`config.mk`:
```
export PLATFORM = sky130hd
export DESIGN_NAME = cfg_load_seq
export DESIGN_NICKNAME = d
export VERILOG_FILES = /design/src/rtl/cls_pkg.sv /design/src/rtl/cls_poll_timer.sv /design/src/rtl/cls_burst.sv /design/src/rtl/cfg_load_seq.sv
export SDC_FILE = /design/constraint.sdc
export NUM_CORES = 1
export LEC_CHECK = 0
export ABC_CLOCK_PERIOD_IN_PS = 3300
export CAP_MARGIN = 20
export CORE_AREA = 2 2 157 97
export CTS_BUF_LIST = sky130_fd_sc_hd__clkbuf_16
export CTS_CLUSTER_DIAMETER = 150
export DETAILED_ROUTE_END_ITERATION = 8
export DIE_AREA = 0 0 159 99
export GPL_ROUTABILITY_DRIVEN = 0
export PLACE_DENSITY = 0.8
export SLEW_MARGIN = 20
export SYNTH_ARGS = -nofsm -noshare
export SYNTH_HDL_FRONTEND = slang
export SYNTH_HIERARCHICAL = 1
export SYNTH_SLANG_ARGS = --single-unit
```
`constraint.sdc`:
```
create_clock -name clk -period 3.3 [get_ports clk]
set_input_delay 0.66 -clock clk [delete_from_list [all_inputs] [get_ports clk]]
set_output_delay 0.66 -clock clk [all_outputs]
set_load 0.03 [all_outputs]
```
`src/rtl/cls_pkg.sv`:
```
package cls_pkg;
    localparam int unsigned AW = 8;
    localparam int unsigned DW = 32;

    localparam logic [AW-1:0] A_STAT = 8'h1C;
    localparam logic [AW-1:0] A_MODE = 8'h20;
    localparam logic [AW-1:0] A_DATA = 8'h28;
    localparam logic [AW-1:0] A_PROG = 8'h2C;
    localparam logic [AW-1:0] A_UERR = 8'h34;

    localparam int unsigned ST_RDY   = 18;
    localparam int unsigned ST_EN    = 20;
    localparam int unsigned ST_USER  = 21;
    localparam int unsigned ST_FCLK  = 24;
    localparam int unsigned MD_CFG   = 0;
    localparam int unsigned MD_XCVR  = 1;
    localparam int unsigned MD_RLO   = 8;
    localparam int unsigned PG_CFG   = 0;
    localparam int unsigned PG_XFER  = 1;
    localparam int unsigned UE_LATCH = 5;

    typedef enum logic [2:0] {
        E_NONE = 3'd0, E_ABSENT = 3'd1, E_RDY_TO = 3'd2,
        E_LATCHED = 3'd3, E_USER_TO = 3'd4
    } err_e;

    typedef enum logic [1:0] {PK_RDY_HI, PK_RDY_LO, PK_USER} poll_e;
    typedef enum logic [1:0] {CR_CFG, CR_XFER, CR_TD} csret_e;

    typedef enum logic [4:0] {
        S_IDLE, S_STAT_RD,
        S_MODE_RD_CLK, S_MODE_WR_CLK, S_MODE_RD_CFG, S_MODE_WR_CFG,
        S_CS_RD, S_CS_WR, S_CS_DUMMY,
        S_PROG_RD_CFG, S_PROG_WR_CFG, S_POLL_RD, S_POLL_WAIT,
        S_PROG_RD_XFER, S_PROG_WR_XFER, S_MODE_RD_RATIO, S_MODE_WR_RATIO,
        S_DATA_WAIT, S_DATA_WR,
        S_TD_RD, S_TD_WR_XFER, S_TD_WR_CFG,
        S_ERR_RD, S_MODE_RD_EXIT, S_MODE_WR_EXIT
    } state_e;
endpackage

```
`src/rtl/cls_poll_timer.sv`:
```
module cls_poll_timer #(
    parameter int unsigned IVL_CYC = 1000,
    parameter int unsigned TRY_W   = 8
) (
    input  logic             clk,
    input  logic             rst_n,
    input  logic             clr_i,
    input  logic             miss_i,
    input  logic [TRY_W-1:0] limit_i,
    output logic             last_o,
    output logic             wait_done_o
);
    localparam int unsigned IW = $clog2(IVL_CYC + 1);
    localparam logic [IW-1:0] IVL_RELOAD = IW'(IVL_CYC - 1);

    logic [TRY_W-1:0] misses_q;
    logic [IW-1:0]    ivl_q;

    always_ff @(posedge clk or negedge rst_n) begin
        if (!rst_n) begin
            misses_q <= '0;
            ivl_q    <= '0;
        end else if (clr_i) begin
            misses_q <= '0;
            ivl_q    <= '0;
        end else if (miss_i) begin
            misses_q <= misses_q + 1'b1;
            ivl_q    <= IVL_RELOAD;
        end else if (ivl_q != '0) begin
            ivl_q <= ivl_q - 1'b1;
        end
    end

    assign last_o      = (misses_q == limit_i - 1'b1);
    assign wait_done_o = (ivl_q == '0);

    generate
        if (IVL_CYC > 1) begin : g_gap_chk
            // a failed read always restarts a full wait interval
            p_wait_restart_r12: assert property (@(posedge clk) disable iff (!rst_n)
                (miss_i && !clr_i) |=> !wait_done_o);
        end
    endgenerate
endmodule

```
`src/rtl/cls_burst.sv`:
```
module cls_burst #(
    parameter int unsigned COUNT = 244
) (
    input  logic clk,
    input  logic rst_n,
    input  logic load_i,
    input  logic dec_i,
    output logic last_o
);
    localparam int unsigned CW = $clog2(COUNT + 1);

    logic [CW-1:0] cnt_q;

    always_ff @(posedge clk or negedge rst_n) begin
        if (!rst_n)      cnt_q <= '0;
        else if (load_i) cnt_q <= CW'(COUNT);
        else if (dec_i)  cnt_q <= cnt_q - 1'b1;
    end

    assign last_o = (cnt_q == CW'(1));

    p_no_underflow_r5: assert property (@(posedge clk) disable iff (!rst_n)
        dec_i |-> (cnt_q != '0));
endmodule

```
`src/rtl/cfg_load_seq.sv`:
```
module cfg_load_seq
    import cls_pkg::*;
#(
    parameter int unsigned CLK_MHZ      = 100,
    parameter int unsigned IVL_US       = 10,
    parameter int unsigned RDY_TO_US    = 10,
    parameter int unsigned USER_TO_US   = 2000,
    parameter int unsigned DUMMY_WRITES = 244
) (
    input  logic          clk,
    input  logic          rst_n,
    input  logic          start_i,
    input  logic          compressed_i,
    input  logic          encrypted_i,
    input  logic [31:0]   img_data_i,
    input  logic          img_valid_i,
    input  logic          img_last_i,
    output logic          img_ready_o,
    output logic          reg_req_o,
    output logic          reg_we_o,
    output logic [7:0]    reg_addr_o,
    output logic [31:0]   reg_wdata_o,
    input  logic [31:0]   reg_rdata_i,
    input  logic          reg_ack_i,
    output logic          busy_o,
    output logic          done_o,
    output logic [2:0]    err_o
);
    localparam int unsigned IVL_CYC    = CLK_MHZ * IVL_US;
    localparam int unsigned RDY_TRIES  = (RDY_TO_US + IVL_US - 1) / IVL_US;
    localparam int unsigned USER_TRIES = (USER_TO_US + IVL_US - 1) / IVL_US;
    localparam int unsigned RDY_LIM    = (RDY_TRIES < 1) ? 1 : RDY_TRIES;
    localparam int unsigned USER_LIM   = (USER_TRIES < 1) ? 1 : USER_TRIES;
    localparam int unsigned TRY_MAX    = (RDY_LIM > USER_LIM) ? RDY_LIM : USER_LIM;
    localparam int unsigned TRY_W      = $clog2(TRY_MAX + 1);

    state_e      state_q;
    err_e        err_q;
    poll_e       poll_q;
    csret_e      ret_q;
    logic [31:0] rd_q, img_q;
    logic [7:0]  ratio_q;
    logic        last_q, pre_q, done_q;

    logic             polling, poll_hit, miss, try_last, wait_done, burst_last;
    logic [TRY_W-1:0] limit;

    assign polling = (state_q == S_POLL_RD) || (state_q == S_POLL_WAIT);
    assign limit   = (poll_q == PK_USER) ? TRY_W'(USER_LIM) : TRY_W'(RDY_LIM);

    always_comb begin
        unique case (poll_q)
            PK_RDY_HI: poll_hit = reg_rdata_i[ST_RDY];
            PK_RDY_LO: poll_hit = !reg_rdata_i[ST_RDY];
            default:   poll_hit = reg_rdata_i[ST_USER] && reg_rdata_i[ST_FCLK];
        endcase
    end
    assign miss = (state_q == S_POLL_RD) && reg_ack_i && !poll_hit;

    cls_poll_timer #(.IVL_CYC(IVL_CYC), .TRY_W(TRY_W)) u_timer (
        .clk(clk), .rst_n(rst_n), .clr_i(!polling), .miss_i(miss),
        .limit_i(limit), .last_o(try_last), .wait_done_o(wait_done)
    );

    cls_burst #(.COUNT(DUMMY_WRITES)) u_burst (
        .clk(clk), .rst_n(rst_n),
        .load_i((state_q == S_CS_WR) && reg_ack_i),
        .dec_i((state_q == S_CS_DUMMY) && reg_ack_i),
        .last_o(burst_last)
    );

    // State register and transitions
    always_ff @(posedge clk or negedge rst_n) begin
        if (!rst_n) begin
            state_q <= S_IDLE;
            err_q   <= E_NONE;
            poll_q  <= PK_RDY_HI;
            ret_q   <= CR_CFG;
            rd_q    <= '0;
            img_q   <= '0;
            ratio_q <= 8'd1;
            last_q  <= 1'b0;
            pre_q   <= 1'b0;
            done_q  <= 1'b0;
        end else begin
            done_q <= 1'b0;
            if (reg_ack_i && !reg_we_o) rd_q <= reg_rdata_i;
            unique case (state_q)
                S_IDLE: if (start_i) begin
                    err_q   <= E_NONE;
                    pre_q   <= 1'b0;
                    ratio_q <= compressed_i ? 8'd8 : (encrypted_i ? 8'd4 : 8'd1);
                    state_q <= S_STAT_RD;
                end
                S_STAT_RD: if (reg_ack_i) begin
                    if (!reg_rdata_i[ST_EN]) begin
                        err_q <= E_ABSENT; done_q <= 1'b1; state_q <= S_IDLE;
                    end else if (reg_rdata_i[ST_RDY]) begin
                        pre_q <= 1'b1; state_q <= S_TD_RD;
                    end else state_q <= S_MODE_RD_CLK;
                end
                S_MODE_RD_CLK:  if (reg_ack_i) state_q <= S_MODE_WR_CLK;
                S_MODE_WR_CLK:  if (reg_ack_i) state_q <= S_MODE_RD_CFG;
                S_MODE_RD_CFG:  if (reg_ack_i) state_q <= S_MODE_WR_CFG;
                S_MODE_WR_CFG:  if (reg_ack_i) begin ret_q <= CR_CFG; state_q <= S_CS_RD; end
                S_CS_RD:        if (reg_ack_i) state_q <= S_CS_WR;
                S_CS_WR:        if (reg_ack_i) state_q <= S_CS_DUMMY;
                S_CS_DUMMY: if (reg_ack_i && burst_last) begin
                    unique case (ret_q)
                        CR_CFG:  state_q <= S_PROG_RD_CFG;
                        CR_XFER: state_q <= S_PROG_RD_XFER;
                        default: begin poll_q <= PK_RDY_LO; state_q <= S_POLL_RD; end
                    endcase
                end
                S_PROG_RD_CFG:  if (reg_ack_i) state_q <= S_PROG_WR_CFG;
                S_PROG_WR_CFG:  if (reg_ack_i) begin poll_q <= PK_RDY_HI; state_q <= S_POLL_RD; end
                S_POLL_RD: if (reg_ack_i) begin
                    if (poll_hit) begin
                        unique case (poll_q)
                            PK_RDY_HI: begin ret_q <= CR_XFER; state_q <= S_CS_RD; end
                            PK_RDY_LO: begin
                                pre_q   <= 1'b0;
                                state_q <= pre_q ? S_MODE_RD_CLK : S_ERR_RD;
                            end
                            default: begin done_q <= 1'b1; state_q <= S_IDLE; end
                        endcase
                    end else if (try_last) begin
                        err_q   <= (poll_q == PK_USER) ? E_USER_TO : E_RDY_TO;
                        done_q  <= 1'b1;
                        state_q <= S_IDLE;
                    end else state_q <= S_POLL_WAIT;
                end
                S_POLL_WAIT:     if (wait_done) state_q <= S_POLL_RD;
                S_PROG_RD_XFER:  if (reg_ack_i) state_q <= S_PROG_WR_XFER;
                S_PROG_WR_XFER:  if (reg_ack_i) state_q <= S_MODE_RD_RATIO;
                S_MODE_RD_RATIO: if (reg_ack_i) state_q <= S_MODE_WR_RATIO;
                S_MODE_WR_RATIO: if (reg_ack_i) state_q <= S_DATA_WAIT;
                S_DATA_WAIT: if (img_valid_i) begin
                    img_q <= img_data_i; last_q <= img_last_i; state_q <= S_DATA_WR;
                end
                S_DATA_WR:    if (reg_ack_i) state_q <= last_q ? S_TD_RD : S_DATA_WAIT;
                S_TD_RD:      if (reg_ack_i) state_q <= S_TD_WR_XFER;
                S_TD_WR_XFER: if (reg_ack_i) state_q <= S_TD_WR_CFG;
                S_TD_WR_CFG:  if (reg_ack_i) begin ret_q <= CR_TD; state_q <= S_CS_RD; end
                S_ERR_RD: if (reg_ack_i) begin
                    if (reg_rdata_i[UE_LATCH]) begin
                        err_q <= E_LATCHED; done_q <= 1'b1; state_q <= S_IDLE;
                    end else state_q <= S_MODE_RD_EXIT;
                end
                S_MODE_RD_EXIT: if (reg_ack_i) state_q <= S_MODE_WR_EXIT;
                S_MODE_WR_EXIT: if (reg_ack_i) begin poll_q <= PK_USER; state_q <= S_POLL_RD; end
                default: state_q <= S_IDLE;
            endcase
        end
    end

    // Outputs decoded from the state
    always_comb begin
        reg_req_o   = 1'b1;
        reg_we_o    = 1'b0;
        reg_addr_o  = A_STAT;
        reg_wdata_o = '0;
        img_ready_o = 1'b0;
        unique case (state_q)
            S_IDLE, S_POLL_WAIT: reg_req_o = 1'b0;
            S_DATA_WAIT: begin reg_req_o = 1'b0; img_ready_o = 1'b1; end
            S_STAT_RD, S_POLL_RD: reg_addr_o = A_STAT;
            S_MODE_RD_CLK, S_MODE_RD_CFG, S_CS_RD, S_MODE_RD_RATIO, S_MODE_RD_EXIT:
                reg_addr_o = A_MODE;
            S_PROG_RD_CFG, S_PROG_RD_XFER, S_TD_RD: reg_addr_o = A_PROG;
            S_ERR_RD: reg_addr_o = A_UERR;
            S_MODE_WR_CLK: begin
                reg_we_o = 1'b1; reg_addr_o = A_MODE;
                reg_wdata_o = rd_q | (32'd1 << MD_XCVR);
            end
            S_MODE_WR_CFG: begin
                reg_we_o = 1'b1; reg_addr_o = A_MODE;
                reg_wdata_o = rd_q | (32'd1 << MD_CFG);
            end
            S_CS_WR: begin
                reg_we_o = 1'b1; reg_addr_o = A_MODE;
                reg_wdata_o = {rd_q[31:16], 8'd1, rd_q[7:0]};
            end
            S_MODE_WR_RATIO: begin
                reg_we_o = 1'b1; reg_addr_o = A_MODE;
                reg_wdata_o = {rd_q[31:16], ratio_q, rd_q[7:0]};
            end
            S_MODE_WR_EXIT: begin
                reg_we_o = 1'b1; reg_addr_o = A_MODE;
                reg_wdata_o = rd_q & ~32'h3;
            end
            S_CS_DUMMY: begin reg_we_o = 1'b1; reg_addr_o = A_DATA; end
            S_DATA_WR: begin reg_we_o = 1'b1; reg_addr_o = A_DATA; reg_wdata_o = img_q; end
            S_PROG_WR_CFG: begin
                reg_we_o = 1'b1; reg_addr_o = A_PROG;
                reg_wdata_o = rd_q | (32'd1 << PG_CFG);
            end
            S_PROG_WR_XFER: begin
                reg_we_o = 1'b1; reg_addr_o = A_PROG;
                reg_wdata_o = rd_q | (32'd1 << PG_XFER);
            end
            S_TD_WR_XFER: begin
                reg_we_o = 1'b1; reg_addr_o = A_PROG;
                reg_wdata_o = rd_q & ~(32'd1 << PG_XFER);
            end
            S_TD_WR_CFG: begin
                reg_we_o = 1'b1; reg_addr_o = A_PROG;
                reg_wdata_o = rd_q & ~32'h3;
            end
            default: reg_req_o = 1'b0;
        endcase
    end

    assign busy_o = (state_q != S_IDLE);
    assign done_o = done_q;
    assign err_o  = err_q;

    // a pending access keeps its address and data until acknowledged
    p_req_hold_r8: assert property (@(posedge clk) disable iff (!rst_n)
        (reg_req_o && !reg_ack_i) |=> (reg_req_o && $stable(reg_addr_o)
                                        && $stable(reg_we_o) && $stable(reg_wdata_o)));
    // no stream handshake while a register access is outstanding
    p_ready_excl_r8: assert property (@(posedge clk) disable iff (!rst_n)
        img_ready_o |-> !reg_req_o);
    // the mode write that sets config mode already carries the clock select
    p_mode_order_r4: assert property (@(posedge clk) disable iff (!rst_n)
        (state_q == S_MODE_WR_CFG && reg_req_o) |-> reg_wdata_o[MD_XCVR]);
    // a result code is visible only once the sequence has ended
    p_err_idle_r11: assert property (@(posedge clk) disable iff (!rst_n)
        busy_o |-> (err_o == 3'd0));
    // completion is a single-cycle pulse issued from idle
    p_done_pulse_r1: assert property (@(posedge clk) disable iff (!rst_n)
        done_o |-> (!busy_o ##1 !done_o));
endmodule

```
==> results of run 1 <==
-- cell usage after synthesis (6+ instances only) --
cell type	number	area, sq um
sky130_fd_sc_hd__nor2b_1	6	37.5
sky130_fd_sc_hd__inv_1	15	56.3
sky130_fd_sc_hd__nand3_1	10	50.1
sky130_fd_sc_hd__dfrtp_1	107	2680
sky130_fd_sc_hd__mux2_2	32	360
sky130_fd_sc_hd__buf_4	7	52.6
sky130_fd_sc_hd__xnor2_1	17	149
sky130_fd_sc_hd__nor2_1	32	120
sky130_fd_sc_hd__buf_6	11	124
sky130_fd_sc_hd__a22o_1	28	245
sky130_fd_sc_hd__nand2_1	33	124
sky130_fd_sc_hd__nand2b_1	8	50.1
sky130_fd_sc_hd__nor4_1	7	43.8
sky130_fd_sc_hd__nor3_1	16	80.1
sky130_fd_sc_hd__xor2_1	8	70.1
sky130_fd_sc_hd__o21ai_0	25	125
sky130_fd_sc_hd__buf_2	18	90.1
sky130_fd_sc_hd__or3_1	9	56.3
sky130_fd_sc_hd__mux2_4	36	541
sky130_fd_sc_hd__a21oi_1	26	130
-- worst register-to-register path, stage by stage (launching register included) --
cell,delay [ns]
sky130_fd_sc_hd__dfrtp_1,0.54
sky130_fd_sc_hd__nand2_1,0.20
sky130_fd_sc_hd__or4_4,0.59
sky130_fd_sc_hd__o221a_1,0.26
sky130_fd_sc_hd__a211oi_1,0.28
sky130_fd_sc_hd__a211oi_1,0.14
sky130_fd_sc_hd__buf_4,0.17
sky130_fd_sc_hd__nor3_2,0.30
sky130_fd_sc_hd__a31oi_1,0.08
sky130_fd_sc_hd__o31ai_1,0.27
-- sequential cells by signal, summed over array words and instances, names as in the netlist --
name              flops
ret_q                 2
done_o                1
state_q               5
err_o                 3
u_timer/ivl_q        10
last_q                1
u_timer/misses_q      8
ratio_q               3
img_q                32
poll_q                2
rd_q                 32
u_burst/cnt_q         8
pre_q                 1
-- how the worst max path moves through the flow --
stage,endpoint,from,slack (ns)
finish,img_ready_o,state_q[4]$_DFFE_PN0P_,0.14
global route,reg_req_o,state_q[4]$_DFFE_PN0P_,0.04
CTS,reg_wdata_o[25],state_q[1]$_DFFE_PN0P_,0.02
detailed placement,u_timer/misses_q[5]$_DFFE_PN0P_,reg_rdata_i[18],0.29
global placement,u_timer/misses_q[5]$_DFFE_PN0P_,reg_rdata_i[18],0.38
floorplan,reg_addr_o[4],state_q[4]$_DFFE_PN0P_,0.52
-- kinds of logic after synthesis --
kind of cell | after synthesis
other | 1
and+or+nand+nor | 173
xor gates and xnor gates | 25
AOI/OAI and AO/OA | 140
buffers and inverters | 60
DFF | 108
muxes | 75
adders and majority gates | 5
-- routing by layer --
| layer | global-route usage | vias up | routed length (microns) |
|---|---|---|---|
| met2 | 0.324 | 205 | 7250 |
| li1 | - | 2397 | - |
| met3 | 0.0450 | 26 | 1030 |
| met4 | 0.0643 | 0 | 315 |
| met1 | 0.284 | 2499 | 7220 |
| met5 | 0 | - | 0 |
-- what timing repair did --
action,in CTS,in global routing
gates resized for setup,1,6
hold endpoints to repair,0,0
endpoints found under the setup margin,1,33
-- power by group through the flow --
stage	Combinational [uW]	Sequential (uW)	Clock [uW]
finish	4190	2310	1080
global route	4490	2380	1160
CTS	4180	2300	1110
detailed placement	4150	2310	0
global placement	4070	2280	0
floorplan	3050	2130	0
-- stage by stage --
step           std cells  hold WS (ns)  total power, uW  instance area (sq um)  utilization
2_1_floorplan        609         0.364             5180                   6410            -
3_3_place_gp         902         0.470             6350                   7650        0.535
3_5_place_dp         902         0.480             6460                   7650        0.535
4_1_cts              918         0.325             7590                   7960        0.557
5_1_grt              918         0.355             8040                   7980        0.558
6_report             918         0.307             7580                   7980        0.558
-- area by class of cell --
cell class | count | area share
Clock buffer | 9 | 0.0282
Tap cell | 198 | 0.0311
Multi-Input combinational cell | 441 | 0.423
Inverter | 17 | 0.00800
Timing Repair Buffer | 138 | 0.161
Sequential cell | 108 | 0.339
Clock inverter | 7 | 0.00941
==> impl_metrics.xml, run 1 <==
<?xml version="1.0" encoding="UTF-8"?>
<metrics>
  <group name="logic_synthesis">
    <metric name="synth_adder_area_share" unit="">0.00989</metric>
    <metric name="synth_compound_area_frac" unit="">0.158</metric>
    <metric name="ys_ff_latch" unit="">108</metric>
    <metric name="synth_enable_flop_cells" unit="">0</metric>
    <metric name="syn-cell-area" unit="sq mm">0.00632</metric>
    <metric name="synthCells" unit="">587</metric>
    <metric name="synth_top_family_by_area" unit="">simple AND/OR/NAND/NOR gates</metric>
    <metric name="synthXorXnorAreaFrac" unit="">0.0346</metric>
    <metric name="synthDistinctLibCells" unit="">86</metric>
    <metric name="synthMuxAreaShare" unit="">0.154</metric>
    <metric name="yosysWarningCount" unit="">6</metric>
    <metric name="post_synth_and_or_nand_nor_area_fraction" unit="">0.159</metric>
    <metric name="sequential_element_share_of_the_synthesized_area" unit="">0.427</metric>
    <metric name="synth_top_flop_cell" unit="">sky130_fd_sc_hd__dfrtp_1</metric>
    <metric name="synth-async-reset-ratio" unit="">1.00</metric>
    <metric name="mean_instance_size_in_the_synthesized_netlist" unit="sq um">10.8</metric>
  </group>
  <group name="sta">
    <metric name="timing.final.crit_share" unit="">0.958</metric>
    <metric name="setup_viol" unit="">0</metric>
    <metric name="unrepaired_setup_endpoints_after_global_routing" unit="">false</metric>
    <metric name="timing_max_transition_violations_final" unit="">0</metric>
    <metric name="finClkSkew" unit="ns">0.0105</metric>
    <metric name="setup_slack" unit="ns">0.138</metric>
    <metric name="final-hold-violation-count" unit="">0</metric>
    <metric name="max_slew_margin" unit="">0.554</metric>
    <metric name="min_period" unit="ns">3.16</metric>
    <metric name="sum_of_negative_setup_slack" unit="ns">0</metric>
    <metric name="maxClockFrequency" unit="GHz">0.316</metric>
    <metric name="worst-slew-pin-transition" unit="ns">0.664</metric>
  </group>
  <group name="global_route">
    <metric name="track_usage" unit="">0.205</metric>
    <metric name="gr-total-overflow" unit="">0</metric>
    <metric name="first_pass_grt_wire_length" unit="microns">26200</metric>
    <metric name="first_global_vias" unit="">5142</metric>
    <metric name="grt_start_max_net_pins" unit="">67</metric>
    <metric name="initial_antenna_violation_count" unit="">0</metric>
  </group>
  <group name="cts">
    <metric name="insertion_delay" unit="ns">0.35</metric>
    <metric name="cts.path.max_buffers" unit="">2</metric>
    <metric name="clk_pin_slew_worst_paths" unit="ns">0.08</metric>
    <metric name="cts_hold_repair.buffers" unit="">0</metric>
    <metric name="ctsHtreeMaxLevel" unit="">3</metric>
    <metric name="cts_buffers" unit="">9</metric>
    <metric name="cts_sinks" unit="">108</metric>
    <metric name="tritoncts" unit="">built</metric>
    <metric name="cts-root-buf" unit="">sky130_fd_sc_hd__clkbuf_16</metric>
    <metric name="post-cts-setup-buffer-count" unit="">0</metric>
  </group>
  <group name="pwr">
    <metric name="power.share.switching" unit="">0.428</metric>
    <metric name="power_density" unit="mW/mm^2">950</metric>
    <metric name="internal_power" unit="uW">4340</metric>
    <metric name="clkPwrFrac" unit="">0.142</metric>
    <metric name="static-leakage-power" unit="uW">0.00352</metric>
    <metric name="power_frac_seq" unit="">0.305</metric>
    <metric name="net-switching-power" unit="uW">3240</metric>
    <metric name="power_frac_comb" unit="">0.553</metric>
    <metric name="vdd.ir_drop.worst" unit="mV">0.588</metric>
  </group>
  <group name="detailed_routing">
    <metric name="routed_wirelength" unit="microns">15800</metric>
    <metric name="post_drt_via_cell_ratio" unit="">5.58</metric>
    <metric name="detail_route.iter0.violations" unit="">393</metric>
    <metric name="via_count" unit="">5127</metric>
    <metric name="remaining_drc_errors" unit="">0</metric>
    <metric name="avgRoutedWirePerCell" unit="microns">17.2</metric>
    <metric name="drt.antenna.violating_nets" unit="">0</metric>
    <metric name="drtPass1Iterations" unit="">6</metric>
  </group>
  <group name="setup_path">
    <metric name="arrival" unit="ns">2.50</metric>
    <metric name="critical_path_start_type" unit="">flop</metric>
    <metric name="cell_family_with_most_cp_delay" unit="">buffers and inverters</metric>
    <metric name="data_required_time_at_the_worst_endpoint" unit="ns">2.64</metric>
    <metric name="r2r_slack" unit="ns">0.35</metric>
    <metric name="worst-path-max-fanout" unit="">28</metric>
    <metric name="r2r-end" unit="">state_q[3]$_DFFE_PN0P_</metric>
    <metric name="critPathBufInv" unit="">2</metric>
    <metric name="cpMaxStageDelayCell" unit="">sky130_fd_sc_hd__clkdlybuf4s50_1</metric>
    <metric name="r2r_cells" unit="">9</metric>
    <metric name="rr_startpoint" unit="">poll_q[1]$_DFFE_PN0P_</metric>
    <metric name="crit_path_end_kind" unit="">output pin</metric>
    <metric name="timing.critical_path.slowest_cell_delay" unit="ns">0.72</metric>
    <metric name="critical_path_depth" unit="">4</metric>
    <metric name="worstPathCellList" unit="">buf_4 -&gt; or3b_1 -&gt; nor2_2 -&gt; clkdlybuf4s50_1</metric>
    <metric name="timing.setup.critical_path_class" unit="">reg2out</metric>
  </group>
  <group name="finish">
    <metric name="final_stage_net_count" unit="">792</metric>
    <metric name="synthToLayoutAreaGrowth" unit="%">26.1</metric>
    <metric name="mostFrequentLayoutCell" unit="">sky130_fd_sc_hd__dfrtp_1</metric>
    <metric name="register_area" unit="sq mm">0.00271</metric>
    <metric name="number_of_fill_cells" unit="">1243</metric>
    <metric name="multi_input_logic_area" unit="sq mm">0.00337</metric>
    <metric name="layout_common_cells" unit="">104 x sky130_fd_sc_hd__dfrtp_1, 81 x sky130_fd_sc_hd__clkdlybuf4s50_1, 52 x sky130_fd_sc_hd__buf_4</metric>
    <metric name="antenna-diode-count" unit="">0</metric>
    <metric name="layout-drive-gt1-share" unit="">0.231</metric>
  </group>
  <group name="place">
    <metric name="io_buffer_count" unit="">115</metric>
    <metric name="detailed_place_hpwl" unit="microns">11900</metric>
    <metric name="dpl_worst_slack" unit="ns">0.290</metric>
  </group>
  <group name="floorplan">
    <metric name="ios" unit="">120</metric>
    <metric name="die_w" unit="microns">159</metric>
    <metric name="initial_core_util" unit="">0.442</metric>
    <metric name="coreArea" unit="sq mm">0.0143</metric>
    <metric name="die_h" unit="microns">99</metric>
    <metric name="row_count" unit="">34</metric>
    <metric name="design.die.area" unit="sq mm">0.0157</metric>
  </group>
  <group name="status">
    <metric name="run_status" unit="">completed</metric>
  </group>
  <group name="job">
    <metric name="drv.max_cap_violation_count" unit="">0</metric>
  </group>
  <group name="worst_hold_path">
    <metric name="hold_path_class" unit="">in2async</metric>
  </group>
</metrics>
Note: power is estimated with default switching activity, not from simulation.
==> run 2, diff against run 1 <==
--- a/config.mk
+++ b/config.mk
@@ -7,13 +7,13 @@
 export LEC_CHECK = 0
 export ABC_CLOCK_PERIOD_IN_PS = 3300
 export CAP_MARGIN = 20
-export CORE_AREA = 2 2 157 97
+export CORE_AREA = 2 2 166 103
 export CTS_BUF_LIST = sky130_fd_sc_hd__clkbuf_16
 export CTS_CLUSTER_DIAMETER = 150
 export DETAILED_ROUTE_END_ITERATION = 8
-export DIE_AREA = 0 0 159 99
+export DIE_AREA = 0 0 168 105
 export GPL_ROUTABILITY_DRIVEN = 0
-export PLACE_DENSITY = 0.8
+export PLACE_DENSITY = 0.73
 export SLEW_MARGIN = 20
 export SYNTH_ARGS = -nofsm -noshare
 export SYNTH_HDL_FRONTEND = slang
==> impl_metrics.xml, run 2 (synthesis gave the netlist of run 1 again) <==
<?xml version="1.0" encoding="UTF-8"?>
<metrics>
  <group name="finish">
    <metric name="mostFrequentLayoutCell" unit="">sky130_fd_sc_hd__dfrtp_1</metric>
    <metric name="reg_top3" unit="">img_q x32, rd_q x32, u_timer/ivl_q x10</metric>
    <metric name="number_of_fill_cells" unit="">1402</metric>
    <metric name="synthToLayoutAreaGrowth" unit="%">26.9</metric>
    <metric name="register_area" unit="sq mm">0.00271</metric>
    <metric name="layout-drive-gt1-share" unit="">0.233</metric>
    <metric name="stdcell_area" unit="sq mm">0.00803</metric>
    <metric name="multi_input_logic_area" unit="sq mm">0.00337</metric>
    <metric name="layout_common_cells" unit="">105 x sky130_fd_sc_hd__dfrtp_1, 81 x sky130_fd_sc_hd__clkdlybuf4s50_1, 58 x sky130_fd_sc_hd__buf_4</metric>
    <metric name="final_stage_net_count" unit="">798</metric>
    <metric name="antenna-diode-count" unit="">0</metric>
  </group>
  <group name="cts">
    <metric name="clk_pin_slew_worst_paths" unit="ns">0.08</metric>
    <metric name="cts-root-buf" unit="">sky130_fd_sc_hd__clkbuf_16</metric>
    <metric name="post-cts-setup-buffer-count" unit="">0</metric>
    <metric name="cts_buffers" unit="">9</metric>
    <metric name="tritoncts" unit="">built</metric>
    <metric name="cts_hold_repair.buffers" unit="">0</metric>
    <metric name="cts.repair.resized" unit="">1</metric>
    <metric name="cts.path.max_buffers" unit="">2</metric>
    <metric name="ctsHtreeMaxLevel" unit="">3</metric>
    <metric name="cts_sinks" unit="">108</metric>
    <metric name="insertion_delay" unit="ns">0.36</metric>
  </group>
  <group name="sta">
    <metric name="worst-slew-pin-transition" unit="ns">0.804</metric>
    <metric name="timing.final.crit_share" unit="">0.976</metric>
    <metric name="maxClockFrequency" unit="GHz">0.311</metric>
    <metric name="final-hold-violation-count" unit="">0</metric>
    <metric name="min_period" unit="ns">3.22</metric>
    <metric name="finClkSkew" unit="ns">0.00921</metric>
    <metric name="max_slew_margin" unit="">0.460</metric>
    <metric name="timing_max_transition_violations_final" unit="">0</metric>
    <metric name="setup_viol" unit="">0</metric>
    <metric name="unrepaired_setup_endpoints_after_global_routing" unit="">false</metric>
    <metric name="sum_of_negative_setup_slack" unit="ns">0</metric>
  </group>
  <group name="status">
    <metric name="run_status" unit="">completed</metric>
  </group>
  <group name="floorplan">
    <metric name="ios" unit="">120</metric>
    <metric name="coreArea" unit="sq mm">0.0160</metric>
    <metric name="initial_core_util" unit="">0.396</metric>
    <metric name="die_h" unit="microns">105</metric>
    <metric name="design.die.area" unit="sq mm">0.0176</metric>
    <metric name="die_w" unit="microns">168</metric>
    <metric name="row_count" unit="">36</metric>
  </group>
  <group name="detailed_routing">
    <metric name="drtPass1Iterations" unit="">5</metric>
    <metric name="avgRoutedWirePerCell" unit="microns">18.2</metric>
    <metric name="via_count" unit="">5224</metric>
    <metric name="detail_route.iter0.violations" unit="">591</metric>
    <metric name="routed_wirelength" unit="microns">17100</metric>
    <metric name="drt.antenna.violating_nets" unit="">0</metric>
    <metric name="post_drt_via_cell_ratio" unit="">5.59</metric>
    <metric name="remaining_drc_errors" unit="">0</metric>
  </group>
  <group name="setup_path">
    <metric name="crit_path_end_kind" unit="">output pin</metric>
    <metric name="timing.setup.critical_path_class" unit="">reg2out</metric>
    <metric name="critical_path.startpoint" unit="">state_q[3]$_DFFE_PN0P_</metric>
    <metric name="worst-path-max-fanout" unit="">11</metric>
    <metric name="arrival" unit="ns">2.56</metric>
    <metric name="worstPathCellList" unit="">buf_4 -&gt; buf_4 -&gt; or3b_1 -&gt; nor2_2 -&gt; clkdlybuf4s50_1</metric>
    <metric name="cpMaxStageDelayCell" unit="">sky130_fd_sc_hd__clkdlybuf4s50_1</metric>
    <metric name="r2r_slack" unit="ns">0.41</metric>
    <metric name="rr_startpoint" unit="">state_q[0]$_DFFE_PN0P_</metric>
    <metric name="timing.critical_path.slowest_cell_delay" unit="ns">0.71</metric>
    <metric name="r2r_cells" unit="">6</metric>
    <metric name="critical_path_start_type" unit="">flop</metric>
    <metric name="data_required_time_at_the_worst_endpoint" unit="ns">2.64</metric>
    <metric name="r2r-end" unit="">u_burst/cnt_q[5]$_DFFE_PN0P_</metric>
    <metric name="worst_path_most_repeated_cell" unit="">sky130_fd_sc_hd__buf_4</metric>
  </group>
  <group name="global_route">
    <metric name="track_usage" unit="">0.197</metric>
    <metric name="gr-total-overflow" unit="">0</metric>
    <metric name="globalRouteMet3Util" unit="">0.0625</metric>
    <metric name="global_route.peak_usage_layer" unit="">met1</metric>
    <metric name="first_global_vias" unit="">5244</metric>
    <metric name="use_met1" unit="">0.292</metric>
    <metric name="grtUsageMet2" unit="">0.279</metric>
    <metric name="initial_antenna_violation_count" unit="">0</metric>
    <metric name="grt_start_max_net_pins" unit="">57</metric>
    <metric name="first_pass_grt_wire_length" unit="microns">27700</metric>
  </group>
  <group name="pwr">
    <metric name="vdd.ir_drop.worst" unit="mV">0.579</metric>
    <metric name="power_density" unit="mW/mm^2">958</metric>
    <metric name="static-leakage-power" unit="uW">0.00354</metric>
    <metric name="pnr_total_power" unit="uW">7690</metric>
  </group>
  <group name="place">
    <metric name="placement.cell_area" unit="sq mm">0.00771</metric>
    <metric name="detailed_place_hpwl" unit="microns">12500</metric>
    <metric name="io_buffer_count" unit="">115</metric>
  </group>
  <group name="job">
    <metric name="drv.max_cap_violation_count" unit="">0</metric>
  </group>
  <group name="worst_hold_path">
    <metric name="hold_path_class" unit="">in2async</metric>
  </group>
</metrics>
## run 2: cell types whose count changed in the layout (fill, tap and decap cells not counted), sizes merged
cell  change
buf       +6
## run 2: power by group
group          leakage (uW)  switching (uW)  internal, uW  total, uW
sequential          0.00136             429          1860       2290
combinational       0.00204            2360          1960       4320
clock              0.000144             547           534       1080
total               0.00354            3330          4350       7690
## run 2: critical path: cells and delay by family (launching register included)
family | cells | cell delay [ns]
AND/OR/NAND/NOR | 2 | 0.63
buffers and inverters | 3 | 1.10
flip-flops | 1 | 0.48
## run 2: per-stage QoR
step                std cells  hold WS, ns  worst slack, ns   util
floorplan                 609        0.364            0.517      -
global placement          919        0.472            0.376  0.482
detailed placement        919        0.482            0.348  0.482
CTS                       935        0.390           0.0395  0.500
global route              935        0.433           0.0185  0.502
finish                    935        0.372           0.0796  0.502
## run 2: worst max path at each step
stage / to / slack, ns / cells after the start
after CTS: reg_req_o / 0.04 / 6
after detailed placement: u_timer/ivl_q[9]$_DFFE_PN0P_ / 0.35 / 8
after floorplan: reg_addr_o[4] / 0.52 / 8
after global placement: u_timer/ivl_q[9]$_DFFE_PN0P_ / 0.38 / 8
final: img_ready_o / 0.08 / 5
after global routing: reg_wdata_o[28] / 0.02 / 7
## run 2: layout make-up
type,count,area share
inverters,17,0.00795
multi-input cells,441,0.420
clock buffers,9,0.0281
repair buffers,144,0.166
well taps,209,0.0326
clock inverters,7,0.00826
flip-flops and latches,108,0.337
## run 2: layer usage
| metal | vias to the layer above | share of wire | wire length, microns |
|---|---|---|---|
| li1 | 2415 | - | - |
| met1 | 2540 | 0.48 | 8180 |
| met2 | 246 | 0.42 | 7080 |
| met3 | 23 | 0.093 | 1590 |
| met4 | 0 | 0.012 | 199 |
| met5 | - | 0 | 0 |
